--- config.mk ---
export PLATFORM = sky130hd
export DESIGN_NAME = conv_serial_port
export DESIGN_NICKNAME = d
export VERILOG_FILES = /design/src/rtl/csp_pkg.sv /design/src/rtl/csp_sync.sv /design/src/rtl/csp_cmd_capture.sv /design/src/rtl/csp_result_shifter.sv /design/src/rtl/conv_serial_port.sv
export SDC_FILE = /design/constraint.sdc
export NUM_CORES = 1
export LEC_CHECK = 0
export ABC_AREA = 1
export BUFFER_PORTS_ARGS = -buffer_cell sky130_fd_sc_hd__buf_2
export CAP_MARGIN = 20
export CORE_ASPECT_RATIO = 0.5
export CORE_MARGIN = 5
export CORE_UTILIZATION = 35
export CTS_CLUSTER_SIZE = 10
export DETAILED_ROUTE_END_ITERATION = 12
export HOLD_SLACK_MARGIN = 0.06
export RECOVER_POWER = 25
export SYNTH_ARGS = -nofsm -noshare
export SYNTH_HDL_FRONTEND = slang
export SYNTH_SLANG_ARGS = --single-unit
--- constraint.sdc ---
create_clock -name clk -period 4.2 [get_ports clk]
set_clock_uncertainty 0.05 [all_clocks]
set_input_delay 0.21 -clock clk [delete_from_list [all_inputs] [get_ports clk]]
set_output_delay 0.21 -clock clk [all_outputs]
set_load 0.05 [all_outputs]
--- src/rtl/csp_pkg.sv ---
`timescale 1ns/1ps
package csp_pkg;
  localparam int CSP_CMD_W     = 8;
  localparam int CSP_RES_W     = 13;
  localparam int CSP_SYNC_DEPTH = 2;

  // edge pair produced for one synchronised pin
  typedef struct packed {
    logic rise;
    logic fall;
  } csp_edge_t;
endpackage

--- src/rtl/csp_sync.sv ---
`timescale 1ns/1ps
module csp_sync #(
  parameter int          WIDTH   = 4,
  parameter int          STAGES  = 2,
  parameter logic [WIDTH-1:0] RST_VAL = '0
) (
  input  logic             clk,
  input  logic             rst_n,
  input  logic [WIDTH-1:0] din,
  output logic [WIDTH-1:0] dout
);
  logic [WIDTH-1:0] pipe [STAGES];

  for (genvar s = 0; s < STAGES; s++) begin : g_stage
    if (s == 0) begin : g_first
      always_ff @(posedge clk or negedge rst_n) begin
        if (!rst_n) pipe[s] <= RST_VAL;
        else        pipe[s] <= din;
      end
    end else begin : g_rest
      always_ff @(posedge clk or negedge rst_n) begin
        if (!rst_n) pipe[s] <= RST_VAL;
        else        pipe[s] <= pipe[s-1];
      end
    end
  end

  assign dout = pipe[STAGES-1];
endmodule

--- src/rtl/csp_cmd_capture.sv ---
`timescale 1ns/1ps
module csp_cmd_capture #(
  parameter int CMD_W = 8
) (
  input  logic             clk,
  input  logic             rst_n,
  input  logic             selected,
  input  logic             shift_evt,
  input  logic             din,
  input  logic             open_evt,
  input  logic             close_evt,
  output logic [CMD_W-1:0] cmd,
  output logic             cmd_valid,
  output logic             cmd_full
);
  localparam int SEEN_W = $clog2(CMD_W + 1);

  logic [CMD_W-1:0]  shreg;
  logic [SEEN_W-1:0] seen;

  // new bit enters at the LSB, oldest bit moves toward the MSB
  function automatic logic [CMD_W-1:0] push_bit(input logic [CMD_W-1:0] cur,
                                                 input logic b);
    return {cur[CMD_W-2:0], b};
  endfunction

  function automatic logic [SEEN_W-1:0] bump(input logic [SEEN_W-1:0] n);
    return (n == SEEN_W'(CMD_W)) ? n : n + SEEN_W'(1);
  endfunction

  assign cmd_full = (seen == SEEN_W'(CMD_W));

  always_ff @(posedge clk or negedge rst_n) begin
    if (!rst_n) begin
      shreg     <= '0;
      seen      <= '0;
      cmd       <= '0;
      cmd_valid <= 1'b0;
    end else begin
      cmd_valid <= 1'b0;
      if (open_evt) begin
        seen <= '0;
      end else if (close_evt) begin
        seen <= '0;
        if (cmd_full) begin
          cmd       <= shreg;
          cmd_valid <= 1'b1;
        end
      end else if (selected && shift_evt) begin
        shreg <= push_bit(shreg, din);
        seen  <= bump(seen);
      end
    end
  end
endmodule

--- src/rtl/csp_result_shifter.sv ---
`timescale 1ns/1ps
module csp_result_shifter #(
  parameter int RES_W = 13
) (
  input  logic                         clk,
  input  logic                         rst_n,
  input  logic                         selected,
  input  logic [RES_W-1:0]             res_in,
  input  logic                         eoc_rise,
  input  logic                         open_evt,
  input  logic                         close_evt,
  input  logic                         step_evt,
  output logic                         bit_out,
  output logic [$clog2(RES_W+1)-1:0]   bits_left,
  output logic                         frame_active
);
  localparam int CNT_W = $clog2(RES_W + 1);

  logic [RES_W-1:0] held;
  logic [RES_W-1:0] word;
  logic             launch_eoc;

  // shift toward the MSB, filling with zeros so the tail reads 0
  function automatic logic [RES_W-1:0] advance(input logic [RES_W-1:0] w);
    return {w[RES_W-2:0], 1'b0};
  endfunction

  assign frame_active = (bits_left != '0);
  assign launch_eoc   = eoc_rise && selected && !frame_active && !open_evt;
  assign bit_out      = word[RES_W-1];

  always_ff @(posedge clk or negedge rst_n) begin
    if (!rst_n) held <= '0;
    else if (eoc_rise) held <= res_in;
  end

  always_ff @(posedge clk or negedge rst_n) begin
    if (!rst_n) begin
      word      <= '0;
      bits_left <= '0;
    end else if (close_evt) begin
      word      <= '0;
      bits_left <= '0;
    end else if (open_evt) begin
      word      <= eoc_rise ? res_in : held;
      bits_left <= CNT_W'(RES_W);
    end else if (launch_eoc) begin
      word      <= res_in;
      bits_left <= CNT_W'(RES_W);
    end else if (selected && step_evt && frame_active) begin
      word      <= advance(word);
      bits_left <= bits_left - CNT_W'(1);
    end
  end
endmodule

--- src/rtl/conv_serial_port.sv ---
`timescale 1ns/1ps
module conv_serial_port #(
  parameter int CMD_W      = csp_pkg::CSP_CMD_W,
  parameter int RES_W      = csp_pkg::CSP_RES_W,
  parameter int SYNC_DEPTH = csp_pkg::CSP_SYNC_DEPTH
) (
  input  logic             clk,
  input  logic             rst_n,
  input  logic             sclk,
  input  logic             cs_n,
  input  logic             sdi,
  input  logic             eoc,
  input  logic [RES_W-1:0] result,
  output logic             sdo,
  output logic             sdo_oe,
  output logic [CMD_W-1:0] cmd,
  output logic             cmd_valid,
  output logic             proto_err
);
  import csp_pkg::*;

  localparam int CNT_W = $clog2(RES_W + 1);

  // synchronised pins: {sdi, eoc, cs_n, sclk}; cs_n idles high
  logic [3:0] pins_s;
  logic       sclk_lvl, cs_lvl, eoc_lvl, sdi_lvl;
  logic       sclk_q, cs_q, eoc_q;
  csp_edge_t  sclk_e, cs_e;

  // named internal events, also read by the bound checker
  logic             sclk_rise_evt, sclk_fall_evt;
  logic             cs_rise_evt, cs_fall_evt, eoc_rise_evt;
  logic             selected, cmd_full, frame_active;
  logic [CNT_W-1:0] bits_left;

  csp_sync #(.WIDTH(4), .STAGES(SYNC_DEPTH), .RST_VAL(4'b0010)) u_sync (
    .clk  (clk),
    .rst_n(rst_n),
    .din  ({sdi, eoc, cs_n, sclk}),
    .dout (pins_s)
  );

  assign sclk_lvl = pins_s[0];
  assign cs_lvl   = pins_s[1];
  assign eoc_lvl  = pins_s[2];
  assign sdi_lvl  = pins_s[3];

  always_ff @(posedge clk or negedge rst_n) begin
    if (!rst_n) begin
      sclk_q <= 1'b0;
      cs_q   <= 1'b1;
      eoc_q  <= 1'b0;
    end else begin
      sclk_q <= sclk_lvl;
      cs_q   <= cs_lvl;
      eoc_q  <= eoc_lvl;
    end
  end

  assign sclk_e = '{rise: sclk_lvl & ~sclk_q, fall: ~sclk_lvl & sclk_q};
  assign cs_e   = '{rise: cs_lvl & ~cs_q,     fall: ~cs_lvl & cs_q};

  assign sclk_rise_evt = sclk_e.rise;
  assign sclk_fall_evt = sclk_e.fall;
  assign cs_rise_evt   = cs_e.rise;
  assign cs_fall_evt   = cs_e.fall;
  assign eoc_rise_evt  = eoc_lvl & ~eoc_q;
  assign selected      = ~cs_lvl;

  csp_cmd_capture #(.CMD_W(CMD_W)) u_cmd (
    .clk      (clk),
    .rst_n    (rst_n),
    .selected (selected),
    .shift_evt(sclk_rise_evt),
    .din      (sdi_lvl),
    .open_evt (cs_fall_evt),
    .close_evt(cs_rise_evt),
    .cmd      (cmd),
    .cmd_valid(cmd_valid),
    .cmd_full (cmd_full)
  );

  csp_result_shifter #(.RES_W(RES_W)) u_res (
    .clk         (clk),
    .rst_n       (rst_n),
    .selected    (selected),
    .res_in      (result),
    .eoc_rise    (eoc_rise_evt),
    .open_evt    (cs_fall_evt),
    .close_evt   (cs_rise_evt),
    .step_evt    (sclk_fall_evt),
    .bit_out     (sdo),
    .bits_left   (bits_left),
    .frame_active(frame_active)
  );

  always_ff @(posedge clk or negedge rst_n) begin
    if (!rst_n) proto_err <= 1'b0;
    else        proto_err <= cs_fall_evt & sclk_lvl;
  end

  // enable follows the raw pin so the line is released at once
  assign sdo_oe = ~cs_n;
endmodule

==> impl_metrics.tcl <==
set metrics [dict create \
    grt_pass1_wl_mm 10.21 \
    io_buffers 30 \
    ios 31 \
    required_ns 4.41 \
    holdPathEnd "u_res.held[10]" \
    hold_viol 0 \
    fin_crit_ns 2.730 \
    clkSinkCount 63 \
    antenna_found_initial 0 \
    cts.clk_slew.worst_paths_ns 0.05 \
    synth_cells 349 \
    slowest_stage "dfstp_1" \
    status "finished, violations left" \
    min-delay-start "result[10]" \
    relSlewSlack_pct -26.76 \
    h-tree-depth 3 \
    ys_top_cells_by_area "dfrtp_1 (51%), nand2_1 (14%), inv_1 (5.9%), o21ai_0 (5.7%), nand3_1 (5.5%)" \
    m1WireLength_mm 2.836 \
    final-setup-viol-count 0 \
    reg2reg_slack_ns 1.47 \
    tightestPinTransition_ns 1.901 \
    drcViolationCount 0 \
    dr_total_vias 2216 \
    grt_overflow 0 \
    slowest_delay_ns 0.62 \
    route.met3.wl_microns 268 \
    area_growth_pct 18.96 \
    grt_max_degree 37 \
    wl_per_cell_microns 11.75 \
    pre_cts_slack_ns 1.518 \
    cts_tree "built" \
    synth_seq_cells 63 \
    routed_via_density 4.441 \
    hold_depth 3 \
    drive_gt1_share_pct 12.66 \
    fin_tns_setup_ns 0 \
    period_share_pct 65.00 \
    gp_congestion 0.7881 \
    setup_slack_ns 1.470 \
    cts_repair_resize_count 0 \
    synth_top_area_cell "dfrtp_1" \
    synth_edf_count 0 \
    maxCapViolations 1 \
    top_layer_used "met4" \
    initial_core_util_pct 36.20 \
    wl_mm 5.862 \
    root_buffer "clkbuf_16" \
    synth.most_common_cell "nand2_1" \
    grt_setup_unrepaired "no" \
    synth-main-ff-cell "dfrtp_1" \
    yosys.area.top_type_share_pct 51.48 \
    r2r_end "u_res.word[5]" \
    synth_nets 374 \
    dp_hpwl_mm 4.013 \
    seq_area_frac_synth_pct 54.18 \
    r2r_cells 11 \
    crit_path_cell_trace "inv_2 > ha_1 > inv_6 > nand2_4 > nor2_4 > nand2_2 > nand3_4 > nand2_2 > inv_2 > nand2_1 > nand2_1" \
    end_kind "flip-flop" \
    critPathMaxFanout 19 \
    dieArea_sq_um 10370 \
    synthTopCellsByCount "nand2_1 (108), dfrtp_1 (60), inv_1 (46)" \
    ant_nets 0 \
    async_flop_share_pct 100.0 \
    violations "max-capacitance violations, max-slew violations" \
    drt_iter0_drc 122 \
    reg2reg_from "u_sync.dout[1]" \
    worstSetupPathType "flip-flop to flip-flop" \
    grt_pass1_vias 2181 \
    post_cts_buffers 0 \
    fin_nets 408 \
    cellLeakagePower_nw 1.797 \
    syn_area_per_cell_sq_um 8.357 \
    clk_latency_ns 0.33 \
    p_per_area_nw_per_um2 529.7 \
    yosys_warnings 0 \
    fp.dieH_microns 74.55 \
    final_max_slew_viol_count 37 \
    diodes 0 \
    ir_drop_mv 0.2482 \
    fmax_mhz 366.3 \
    hp-class "input port to flip-flop" \
    dr_wl_met2_mm 2.650 \
    mappedNetlistArea_sq_um 2917 \
    die_w_microns 139.1 \
    drtPass1Iterations 4 \
    ys_types 26 \
    grt.total_usage_pct 12.73 \
    rows 23 \
    numCtsBuffers 9 \
    core-area_sq_um 8058 \
    clockBufferDepth 2 \
    worstPathArrival_ns 2.94 \
    worstSetupStartpointType "flip-flop" \
]
[power breakdown]
part	switching, W	internal (W)
Clock	0.000244	0.000484
Sequential	0.0000583	0.000705
Combinational	0.000227	0.000120
[layout make-up]
type	instances	area [sq um]
clock buffers	11	252.7
clock inverters	4	45.04
fillers	834	4588
inverters	51	196.4
multi-input cells	222	1062
flip-flops and latches	63	1580
well taps	112	140.1
repair buffers	36	192.7
[per-layer routing]
metal  up-vias  global-route usage [%]
met3         9                   4.753
met2        36                   20.42
met5         -                       0
met1      1017                   15.80
li1       1154                       -
met4         0                   5.531
[cells by family after synthesis]
family,share of synthesized area (%)
xor gates and xnor gates,1.201
AOI/OAI and AO/OA,7.550
adders and majority gates,2.574
and+or+nand+nor,24.71
buffers and inverters,9.395
muxes,0.3861
DFF,54.18
[placed cells by master, fill, tap and decap left out, drive strengths merged]
master / Yosys / final
a21oi: 1 / 1
buf: 9 / 19
bufinv: 0 / 1
clkbuf: 4 / 23
clkinv: 0 / 3
dfrtp: 60 / 60
dfstp: 3 / 3
dlygate4sd3: 0 / 5
ha: 6 / 6
inv: 51 / 51
mux2: 1 / 1
nand2: 112 / 112
nand3: 33 / 33
nor2: 22 / 22
nor3: 3 / 3
o211ai: 3 / 3
o21ai: 34 / 34
o21bai: 3 / 3
xor2: 4 / 4
[through the flow]
stage / power [W] / area [sq um] / std cells / hold WS [ns] / util [%]
5_1_grt: 0.001959 / 3470 / 499 / 0.1388 / 43.06
3_5_place_dp: 0.001119 / 3137 / 479 / 0.2717 / 38.93
2_1_floorplan: 0.001032 / 2917 / 349 / -0.1356 / -
4_1_cts: 0.001870 / 3485 / 499 / 0.1211 / 43.25
3_3_place_gp: 0.001114 / 3137 / 479 / 0.2708 / 38.93
6_report: 0.001838 / 3470 / 499 / 0.1298 / 43.06
[sequential cells by signal (all words and copies together) (netlist names)]
signal,count
u_cmd.cmd,8
u_res.word,13
u_cmd.cmd_valid,1
proto_err,1
u_sync.dout,4
cs_q,1
eoc_q,1
sclk_q,1
u_sync.pipe,4
u_cmd.shreg,8
u_cmd.seen,4
u_res.bits_left,4
u_res.held,13
[worst max path at each step]
stage	to	slack [ns]	from	cells past startpoint
floorplan	u_res.word[12]	2.38	u_sync.dout[1]	12
global placement	u_res.word[12]	1.59	u_sync.dout[1]	11
detailed placement	u_res.word[5]	1.52	u_sync.dout[1]	11
CTS	u_res.word[5]	1.51	u_sync.dout[1]	11
global route	u_res.word[12]	1.17	u_sync.dout[1]	11
finish	u_res.word[5]	1.47	u_sync.dout[1]	11
[worst max-delay path, delay by kind of cell, from the launching register on]
family                     cells  cell delay [ns]
and+or+nand+nor                7             0.97
DFF                            1             0.62
buffers and inverters          3             0.53
adders and majority gates      1             0.49
[timing repair]
action                     4_1_cts  5_1_grt
setup endpoints to repair        0        0
hold endpoints to repair        36        0
hold buffers                     5        0
Power figures use the tool's default switching activity.
